File: src/rtl/sram_ctl_pkg.sv
package sram_ctl_pkg;

    typedef enum logic [2:0] {
        ST_IDLE,
        ST_READ,
        ST_WSETUP,
        ST_WPULSE,
        ST_WHOLD,
        ST_WGAP,
        ST_RETAIN,
        ST_RECOVER
    } ctl_state_t;

    // Round a nanosecond minimum up to whole clock cycles, at least one.
    function automatic int ns_to_cycles(input int t_ns, input int clk_ns);
        int c;
        c = (t_ns + clk_ns - 1) / clk_ns;
        if (c < 1) c = 1;
        return c;
    endfunction

    function automatic int imax(input int a, input int b);
        return (a > b) ? a : b;
    endfunction

endpackage

File: src/rtl/sram_ctl_timer.sv
module sram_ctl_timer #(
    parameter int W = 6
) (
    input  logic         clk,
    input  logic         rst_n,
    input  logic         load,
    input  logic [W-1:0] load_val,
    output logic         expired
);

    logic [W-1:0] cnt;

    always_ff @(posedge clk or negedge rst_n) begin
        if (!rst_n) begin
            cnt <= '0;
        end else if (load) begin
            cnt <= load_val;
        end else if (cnt != '0) begin
            cnt <= cnt - 1'b1;
        end
    end

    assign expired = (cnt == '0);

endmodule

File: src/rtl/sram_ctl_seq.sv
module sram_ctl_seq
    import sram_ctl_pkg::*;
#(
    parameter int CW      = 6,
    parameter int RD_CYC  = 50,
    parameter int AS_CYC  = 7,
    parameter int WP_CYC  = 32,
    parameter int WH_CYC  = 13,
    parameter int GAP_CYC = 1,
    parameter int RCV_CYC = 50
) (
    input  logic          clk,
    input  logic          rst_n,
    input  logic          req,
    input  logic          req_we,
    input  logic          ret_req,
    input  logic          tmr_expired,
    output ctl_state_t    state,
    output logic          tmr_load,
    output logic [CW-1:0] tmr_val,
    output logic          accept,
    output logic          finish_rd,
    output logic          finish_wr
);

    ctl_state_t state_nx;

    always_ff @(posedge clk or negedge rst_n) begin
        if (!rst_n) begin
            state <= ST_IDLE;
        end else begin
            state <= state_nx;
        end
    end

    always_comb begin
        state_nx = state;
        accept   = 1'b0;
        unique case (state)
            ST_IDLE: begin
                if (ret_req) begin
                    state_nx = ST_RETAIN;
                end else if (req) begin
                    accept   = 1'b1;
                    state_nx = req_we ? ST_WSETUP : ST_READ;
                end
            end
            ST_READ:    if (tmr_expired) state_nx = ST_IDLE;
            ST_WSETUP:  if (tmr_expired) state_nx = ST_WPULSE;
            ST_WPULSE:  if (tmr_expired) state_nx = ST_WHOLD;
            ST_WHOLD:   if (tmr_expired) state_nx = ST_WGAP;
            ST_WGAP:    if (tmr_expired) state_nx = ST_IDLE;
            ST_RETAIN:  if (!ret_req)    state_nx = ST_RECOVER;
            ST_RECOVER: begin
                if (ret_req) begin
                    state_nx = ST_RETAIN;
                end else if (tmr_expired) begin
                    state_nx = ST_IDLE;
                end
            end
        endcase
    end

    // The timer is reloaded on every state change with the length of the
    // state being entered, minus one.
    assign tmr_load = (state_nx != state);

    always_comb begin
        unique case (state_nx)
            ST_READ:    tmr_val = CW'(RD_CYC - 1);
            ST_WSETUP:  tmr_val = CW'(AS_CYC - 1);
            ST_WPULSE:  tmr_val = CW'(WP_CYC - 1);
            ST_WHOLD:   tmr_val = CW'(WH_CYC - 1);
            ST_WGAP:    tmr_val = CW'(GAP_CYC - 1);
            ST_RECOVER: tmr_val = CW'(RCV_CYC - 1);
            ST_IDLE,
            ST_RETAIN:  tmr_val = '0;
        endcase
    end

    assign finish_rd = (state == ST_READ) && tmr_expired;
    assign finish_wr = (state == ST_WGAP) && tmr_expired;

endmodule

File: src/rtl/sram_ctl_pins.sv
module sram_ctl_pins
    import sram_ctl_pkg::*;
(
    input  ctl_state_t state,
    output logic       cs_n,
    output logic       we_n,
    output logic       dq_oe
);

    always_comb begin
        cs_n  = 1'b1;
        we_n  = 1'b1;
        dq_oe = 1'b0;
        unique case (state)
            ST_READ: begin
                cs_n = 1'b0;
            end
            ST_WSETUP: begin
                cs_n = 1'b0;
            end
            ST_WPULSE: begin
                cs_n  = 1'b0;
                we_n  = 1'b0;
                dq_oe = 1'b1;
            end
            ST_WHOLD: begin
                cs_n  = 1'b0;
                dq_oe = 1'b1;
            end
            ST_IDLE, ST_WGAP, ST_RETAIN, ST_RECOVER: begin
                cs_n = 1'b1;
            end
        endcase
    end

endmodule

File: src/rtl/sram_ctl.sv
module sram_ctl
    import sram_ctl_pkg::*;
#(
    parameter int AW        = 10,
    parameter int DW        = 4,
    parameter int CLK_NS    = 4,
    parameter int T_ACC_NS  = 200,
    parameter int T_RCYC_NS = 200,
    parameter int T_WCYC_NS = 200,
    parameter int T_AS_NS   = 25,
    parameter int T_WP_NS   = 125,
    parameter int T_WR_NS   = 50,
    parameter int T_DS_NS   = 75,
    parameter int T_DH_NS   = 30,
    parameter int T_RCV_NS  = 200
) (
    input  logic          clk,
    input  logic          rst_n,
    input  logic          req,
    input  logic          req_we,
    input  logic [AW-1:0] req_addr,
    input  logic [DW-1:0] req_wdata,
    input  logic          ret_req,
    output logic [DW-1:0] rd_data,
    output logic          done,
    output logic [AW-1:0] mem_addr,
    output logic          mem_cs_n,
    output logic          mem_we_n,
    output logic [DW-1:0] mem_dq_out,
    output logic          mem_dq_oe,
    input  logic [DW-1:0] mem_dq_in
);

    localparam int RD_CYC  = imax(ns_to_cycles(T_ACC_NS, CLK_NS),
                                  ns_to_cycles(T_RCYC_NS, CLK_NS));
    localparam int AS_CYC  = ns_to_cycles(T_AS_NS, CLK_NS);
    localparam int WP_CYC  = imax(ns_to_cycles(T_WP_NS, CLK_NS),
                                  ns_to_cycles(T_DS_NS, CLK_NS));
    localparam int WH_CYC  = imax(ns_to_cycles(T_WR_NS, CLK_NS),
                                  ns_to_cycles(T_DH_NS, CLK_NS));
    localparam int WC_CYC  = ns_to_cycles(T_WCYC_NS, CLK_NS);
    localparam int GAP_CYC = imax(1, WC_CYC - AS_CYC - WP_CYC - WH_CYC);
    localparam int RCV_CYC = ns_to_cycles(T_RCV_NS, CLK_NS);
    localparam int MAX_CYC = imax(imax(imax(RD_CYC, AS_CYC), imax(WP_CYC, WH_CYC)),
                                  imax(GAP_CYC, RCV_CYC));
    localparam int CW      = $clog2(MAX_CYC + 1);

    ctl_state_t    state;
    logic          tmr_load;
    logic [CW-1:0] tmr_val;
    logic          tmr_expired;
    logic          accept;
    logic          finish_rd;
    logic          finish_wr;
    logic [AW-1:0] addr_q;
    logic [DW-1:0] wdata_q;

    sram_ctl_seq #(
        .CW      (CW),
        .RD_CYC  (RD_CYC),
        .AS_CYC  (AS_CYC),
        .WP_CYC  (WP_CYC),
        .WH_CYC  (WH_CYC),
        .GAP_CYC (GAP_CYC),
        .RCV_CYC (RCV_CYC)
    ) u_seq (
        .clk         (clk),
        .rst_n       (rst_n),
        .req         (req),
        .req_we      (req_we),
        .ret_req     (ret_req),
        .tmr_expired (tmr_expired),
        .state       (state),
        .tmr_load    (tmr_load),
        .tmr_val     (tmr_val),
        .accept      (accept),
        .finish_rd   (finish_rd),
        .finish_wr   (finish_wr)
    );

    sram_ctl_timer #(
        .W (CW)
    ) u_timer (
        .clk      (clk),
        .rst_n    (rst_n),
        .load     (tmr_load),
        .load_val (tmr_val),
        .expired  (tmr_expired)
    );

    sram_ctl_pins u_pins (
        .state (state),
        .cs_n  (mem_cs_n),
        .we_n  (mem_we_n),
        .dq_oe (mem_dq_oe)
    );

    // Request fields are latched at acceptance and held through the access.
    always_ff @(posedge clk or negedge rst_n) begin
        if (!rst_n) begin
            addr_q  <= '0;
            wdata_q <= '0;
        end else if (accept) begin
            addr_q  <= req_addr;
            wdata_q <= req_wdata;
        end
    end

    always_ff @(posedge clk or negedge rst_n) begin
        if (!rst_n) begin
            rd_data <= '0;
            done    <= 1'b0;
        end else begin
            done <= finish_rd || finish_wr;
            if (finish_rd) begin
                rd_data <= mem_dq_in;
            end
        end
    end

    assign mem_addr   = addr_q;
    assign mem_dq_out = wdata_q;

endmodule

File: config.mk
export PLATFORM = sky130hd
export DESIGN_NAME = sram_ctl
export DESIGN_NICKNAME = d
export VERILOG_FILES = /design/src/rtl/sram_ctl_pkg.sv /design/src/rtl/sram_ctl_timer.sv /design/src/rtl/sram_ctl_seq.sv /design/src/rtl/sram_ctl_pins.sv /design/src/rtl/sram_ctl.sv
export SDC_FILE = /design/constraint.sdc
export NUM_CORES = 1
export LEC_CHECK = 0
export BUFFER_PORTS_ARGS = -buffer_cell sky130_fd_sc_hd__buf_2
export CAP_MARGIN = 20
export CORE_UTILIZATION = 38
export CTS_BUF_LIST = sky130_fd_sc_hd__clkbuf_4
export CTS_CLUSTER_DIAMETER = 60
export DETAILED_ROUTE_END_ITERATION = 12
export HOLD_SLACK_MARGIN = 0.03
export PLACE_DENSITY = 0.62
export SLEW_MARGIN = 5
export SYNTH_ARGS = -nofsm -noshare
export SYNTH_HDL_FRONTEND = slang
export SYNTH_SLANG_ARGS = --single-unit
export TNS_END_PERCENT = 100
File: constraint.sdc
create_clock -name clk -period 2.6 [get_ports clk]
set_input_delay 0.39 -clock clk [delete_from_list [all_inputs] [get_ports clk]]
set_output_delay 0.39 -clock clk [all_outputs]
set_load 0.005 [all_outputs]
== After elaboration in Yosys (flattened, before gate mapping) ==
Memory sizes are Yosys's and may differ from the RTL's.
Index checks and enable logic that the tools add are counted.
Word-level totals
  ROM bits: 48
  output and inout port bits: 22
  bits of input ports: 23
  word-level logic and storage cells: 45
  bits in writable memories: 0
  bits in registers: 28
  latch bits: 0
  memories kept: 1
Cells by class
  add/subtract/negate cells: 1
  eq/ne operators: 8
  $mul: 0
  reduce and logical (&&, ||, !) cells: 11
  shift operators: 0
  multiplexer cells: 18
  divide/modulo/power cells: 0
  bitwise gates (word level): 0
  magnitude comparators: 0
Memory list
  (no name shown): words 8, bits a word 6, read ports 1, clocked after memory_dff 0, write ports 0, RTL line sram_ctl_seq.sv:69  | unique case (state_nx)
Operators by type and width (number)
  3-bit two-way mux: 8
  3-bit one-hot mux with 7 select lines: 1
  3-bit == test, second input constant: 4
  6-bit two-way mux: 2
  4-bit OR reduction: 2
  3-bit by 2-bit == test with 1-bit output, second input constant: 2
  6-bit zero test: 1
  6-bit nonzero test: 1
  6-bit by 1-bit subtractor with 6-bit output, second input constant: 1
  1-bit two-way mux: 5
  2-bit OR reduction: 2
  3-bit by 1-bit == test with 1-bit output, second input constant: 1
  3-bit zero test: 1
  3-bit != test: 1
  1-bit logical AND: 2
  2-bit two-way mux: 1
  1-bit one-hot mux with 2 select lines: 1
  2-bit nonzero test: 1
  1-bit logical OR: 1

== Depth between registers and ports, before layout ==
  depth after elaboration: 6
  depth in mapped cells: 6

== Cells and area by module ==
A second synthesis with hierarchy kept.
Unflattened totals
  cell total of the unflattened synthesis: 126
  area total of the unflattened synthesis: 1542.7 sq um
By module, submodules not included
  sram_ctl: cells each 39, instances 1, area each 695.7 sq um
  sram_ctl_seq: cells each 43, instances 1, area each 404.1 sq um
  sram_ctl_timer: cells each 40, instances 1, area each 400.4 sq um
  sram_ctl_pins: cells each 4, instances 1, area each 42.5 sq um

== Worst setup path after synthesis ==
No wires, ideal clock.
  path kind: flip-flop to flip-flop
  from: register u_timer.cnt[0]
  to: register rd_data[0]
  setup time: 0.125 ns
  slack: 0.768 ns
  cell stages (with the launch flop): 7
  data arrival time: 1.707 ns
  cell sequence: dfrtp_1 inv_1 ha_1 or4b_4 nor2_4 nand3_4 mux2_4
Between the ends
  word-level cells in the longest chain between the ends: 2
Ends and longest elaborated chain
  from (decl): RTL line sram_ctl_timer.sv:11  | logic [W-1:0] cnt;
  from (signal assigned): RTL line sram_ctl_timer.sv:17  | cnt <= load_val;
  from (signal assigned): RTL line sram_ctl_timer.sv:19  | cnt <= cnt - 1'b1;
  6-bit zero test: RTL line sram_ctl_timer.sv:23  | assign expired = (cnt == '0);
  1-bit logical AND: RTL line sram_ctl_seq.sv:81  | assign finish_rd = (state == ST_READ) && tmr_expired;
  to (signal assigned): RTL line sram_ctl.sv:116  | rd_data <= mem_dq_in;
  to (decl): RTL line sram_ctl.sv:24  | output logic [DW-1:0] rd_data,
No other way between the ends.
A chain may end at the register's enable or synchronous reset.

== Final worst setup path ==
  from: register u_seq.state[0]
  to: output port mem_dq_oe
Between the ends
  word-level cells in the longest chain between the ends: 3
  elaborated cells on any way between the ends: 4
Ends and longest elaborated chain
  from (decl): RTL line sram_ctl_seq.sv:18  | output ctl_state_t state,
  from (signal assigned): RTL line sram_ctl_seq.sv:32  | state <= state_nx;
  3-bit by 2-bit == test with 1-bit output / 3-bit == test (equally long branches): RTL line sram_ctl_pins.sv:14  | unique case (state)
  2-bit OR reduction (no line) (*)
  1-bit two-way mux (*): RTL line sram_ctl_pins.sv:14
  to (decl): RTL line sram_ctl.sv:30  | output logic mem_dq_oe,
Every way passes the cells marked *; elsewhere a longest branch is shown, timed or not.

==> results.py <==
metrics = {
    "finish": {
        "area_growth_syn_to_layout_pct": 19.5,
        "register_area_um2": 701,
        "fin_nets": 184,
        "insertedDiodeCount": 0,
        "fill_cells": 342,
        "post-route-util_pct": 49.3,
        "fin_cells": 205,
        "drive_gt1_share_pct": 47.8,
        "final_cell_area_um2": 1710,
        "multi_input_area_um2": 659,
    },
    "floorplanning": {
        "io_pins": 45,
        "die_area_um2": 4010,
        "core_area_um2": 3470,
        "row_count": 21,
        "start_util_pct": 41.2,
        "die_h_um": 63.3,
        "die_w_um": 63.3,
    },
    "power": {
        "vdd_drop_max_v": 0.000423,
        "intPower_mw": 1.26,
        "pwr-share-clk_pct": 14.3,
        "p_leak_nw": 0.858,
        "p_sw_share_pct": 36.5,
        "pwr-share-comb_pct": 44.2,
        "power_density_nw_per_um2": 1160,
        "switchingPower_mw": 0.723,
        "seqPwrFrac_pct": 41.5,
    },
    "grt": {
        "grt_pass1_wl_um": 4830,
        "grt_util_all_layers_pct": 15.2,
        "grt_pass1_vias": 1088,
        "gr-total-overflow": 0,
        "grt_antenna_before_repair": 0,
        "grt_max_degree": 29,
    },
    "synthesis": {
        "ys_warn_count": 0,
        "syn_nets": 140,
        "syn-mean-instance-area_um2": 12.3,
        "synth_seq_cells": 28,
        "synth.distinct_cells": 40,
        "synthCells": 116,
        "netlist_area_um2": 1430,
        "ys_seq_area_share_pct": 49.0,
    },
    "timing": {
        "worst_pin_slew_ns": 0.626,
        "drv_slew": 0,
        "report.final.setup_viol": 0,
        "min_period_ns": 2.06,
        "hold_slack_ns": 0.0587,
        "setup_tns_ns": 0,
        "finalHoldViolations": 0,
        "max_clock_freq_mhz": 485,
        "rsz0062_at_grt": "false",
        "relSlewSlack_pct": 58.3,
        "min_period_over_period_pct": 79.3,
        "finClkSkew_ns": 0.000956,
    },
    "drt": {
        "viasPerCell": 5.09,
        "drc_errors": 0,
        "wire_per_inst_um": 13.6,
        "vias": 1044,
        "drt-total-wl_um": 2780,
        "antenna_left": 0,
        "drt_iter0_drc": 27,
        "drt_first_pass_iters": 4,
    },
    "critical_path": {
        "cp_max_fo": 11,
        "r2r-start": "u_timer.cnt[1]",
        "worstSetupPathType": "reg -> out",
        "arrival_ns": 1.67,
        "worstPathRequired_ns": 2.21,
        "crit_path_start_kind": "register",
        "crit_path_end_kind": "output port",
        "crit_start": "u_seq.state[0]",
    },
    "placement": {
        "place_inst": 201,
        "gp_congestion": 0.798,
        "dpl.hpwl_um": 2110,
        "io_buffer_count": 44,
        "place_area_um2": 1660,
    },
    "clock_network": {
        "clkTransAtPathRegs_ns": 0.15,
        "numCtsBuffers": 3,
        "cts_buffer_depth": 2,
        "hold_buffers": 0,
        "cts_tree": "built",
        "clock_latency_ns": 0.32,
        "h-tree-depth": 1,
        "cts_setup_buffers": 0,
        "cts.sinks": 28,
        "cts-root-buf": "clkbuf_4",
        "ctsResizeCount": 0,
    },
    "job": {
        "drv_cap": 0,
    },
    "run_status": {
        "status": "finished clean",
    },
    "hold_path": {
        "hold_class": "in -> async",
    },
}
[logic make-up (layout without fill, tap and decap cells)]
kind of cell / Yosys count / after routing / synth area share, %
flip-flops: 28 / 28 / 49.0
adder cells (fa/ha/maj): 1 / 1 / 0.875
AND/OR/NAND/NOR: 26 / 26 / 12.2
XOR/XNOR: 6 / 6 / 3.67
buffers and inverters: 10 / 53 / 4.90
AO/OA/AOI/OAI: 25 / 25 / 12.8
multiplexers: 20 / 20 / 16.6
[power by group through the flow]
stage / Combinational, mW / Clock, mW / Sequential [mW]
floorplan: 0.699 / 0 / 0.760
global placement: 0.863 / 0 / 0.828
detailed placement: 0.880 / 0 / 0.834
CTS: 0.885 / 0.297 / 0.824
global route: 0.960 / 0.315 / 0.857
finish: 0.877 / 0.284 / 0.823
[state kept, by name (all words and copies together) (netlist names)]
signal	count
mem_addr	10
u_timer.cnt	6
u_seq.state	3
rd_data	4
mem_dq_out	4
done	1
[worst paths after layout]
| check | to | slack, ns | cells after the start |
|---|---|---|---|
| worst min register to register | mem_addr[9] | 0.52 | 1 |
| max in group asynchronous | mem_dq_out[3] | 2.14 | 1 |
| worst max register to register | rd_data[0] | 0.62 | 6 |
| worst max-delay path | mem_dq_oe | 0.54 | 4 |
| worst min-delay path | u_timer.cnt[5] | 0.06 | 1 |
| min in group clk | mem_addr[8] | 0.29 | 2 |
[final cells by class]
cell class | count | share of cell area [%]
clock inverters | 1 | 1.76
multi-input cells | 78 | 38.6
inverters | 5 | 1.10
well taps | 46 | 3.37
flip-flops and latches | 28 | 41.0
clock buffers | 3 | 1.32
repair buffers | 44 | 12.9
[per-layer routing]
metal | GRT usage, % | vias to the layer above | routed length [um]
met5 | 0 | - | 0
met3 | 3.62 | 2 | 121
met4 | 5.68 | 0 | 19
met2 | 26.5 | 29 | 1460
li1 | - | 504 | -
met1 | 18.0 | 509 | 1190
[Yosys cell counts]
cell type	n	area [um2]
and2_1	1	6.26
mux2_4	4	60.1
a21boi_0	3	22.5
or3_1	1	6.26
nand2b_1	2	12.5
buf_4	1	7.51
a21oi_2	1	8.76
nand2_1	4	15.0
or3b_2	1	8.76
xor2_1	1	8.76
o31ai_1	1	7.51
nor2_1	7	26.3
o32ai_1	3	26.3
mux2i_1	2	20.0
mux2_2	14	158
a32oi_1	1	8.76
a21o_2	1	8.76
or3_4	1	11.3
nor3_1	1	5.00
xnor2_1	5	43.8
a221oi_1	1	8.76
nor4b_1	1	8.76
inv_1	5	18.8
dfrtp_1	28	701
buf_6	1	11.3
or4_4	1	11.3
a21oi_1	6	30.0
o221a_1	1	11.3
o21ai_0	3	15.0
clkbuf_8	2	27.5
nor3b_1	2	15.0
nand3_1	1	5.00
nand3_4	1	17.5
o21ai_2	2	17.5
ha_1	1	12.5
buf_2	1	5.00
or4b_4	1	13.8
o211ai_1	1	7.51
a221o_1	1	10.0
nor2_4	1	11.3
[through the flow]
step / setup WS (ns) / power [mW]
2_1_floorplan: 0.768 / 1.46
3_3_place_gp: 0.687 / 1.69
3_5_place_dp: 0.646 / 1.71
4_1_cts: 0.523 / 2.01
5_1_grt: 0.409 / 2.13
6_report: 0.538 / 1.98
[placed cells by master (no fill, tap or decap)]
| cell type | netlist | layout |
|---|---|---|
| a21oi_2 | 1 | 1 |
| mux2_2 | 14 | 14 |
| nor4b_1 | 1 | 1 |
| a221oi_1 | 1 | 1 |
| o21ai_2 | 2 | 2 |
| xnor2_1 | 5 | 5 |
| mux2i_1 | 2 | 2 |
| mux2_4 | 4 | 4 |
| nor2_4 | 1 | 1 |
| a221o_1 | 1 | 1 |
| o31ai_1 | 1 | 1 |
| bufinv_16 | 0 | 1 |
| dfrtp_1 | 28 | 28 |
| nand2b_1 | 2 | 2 |
| and2_1 | 1 | 1 |
| xor2_1 | 1 | 1 |
| o211ai_1 | 1 | 1 |
| nand3_1 | 1 | 1 |
| or4b_4 | 1 | 1 |
| o32ai_1 | 3 | 3 |
| nor3b_1 | 2 | 2 |
| nand2_1 | 4 | 4 |
| or3_1 | 1 | 1 |
| a32oi_1 | 1 | 1 |
| inv_1 | 5 | 5 |
| nor2_1 | 7 | 7 |
| a21o_2 | 1 | 1 |
| a21oi_1 | 6 | 6 |
| or4_4 | 1 | 1 |
| nor3_1 | 1 | 1 |
| or3b_2 | 1 | 1 |
| ha_1 | 1 | 1 |
| or3_4 | 1 | 1 |
| buf_2 | 1 | 44 |
| nand3_4 | 1 | 1 |
| o21ai_0 | 3 | 3 |
| a21boi_0 | 3 | 3 |
| o221a_1 | 1 | 1 |
| clkbuf_4 | 0 | 3 |
[critical path, stage by stage, from the launching register on]
cell and delay (ns):
dfrtp_1 0.62, inv_1 0.15, or3_1 0.40, nand2_1 0.06, buf_2 0.11
(Power assumes the default switching activity.)
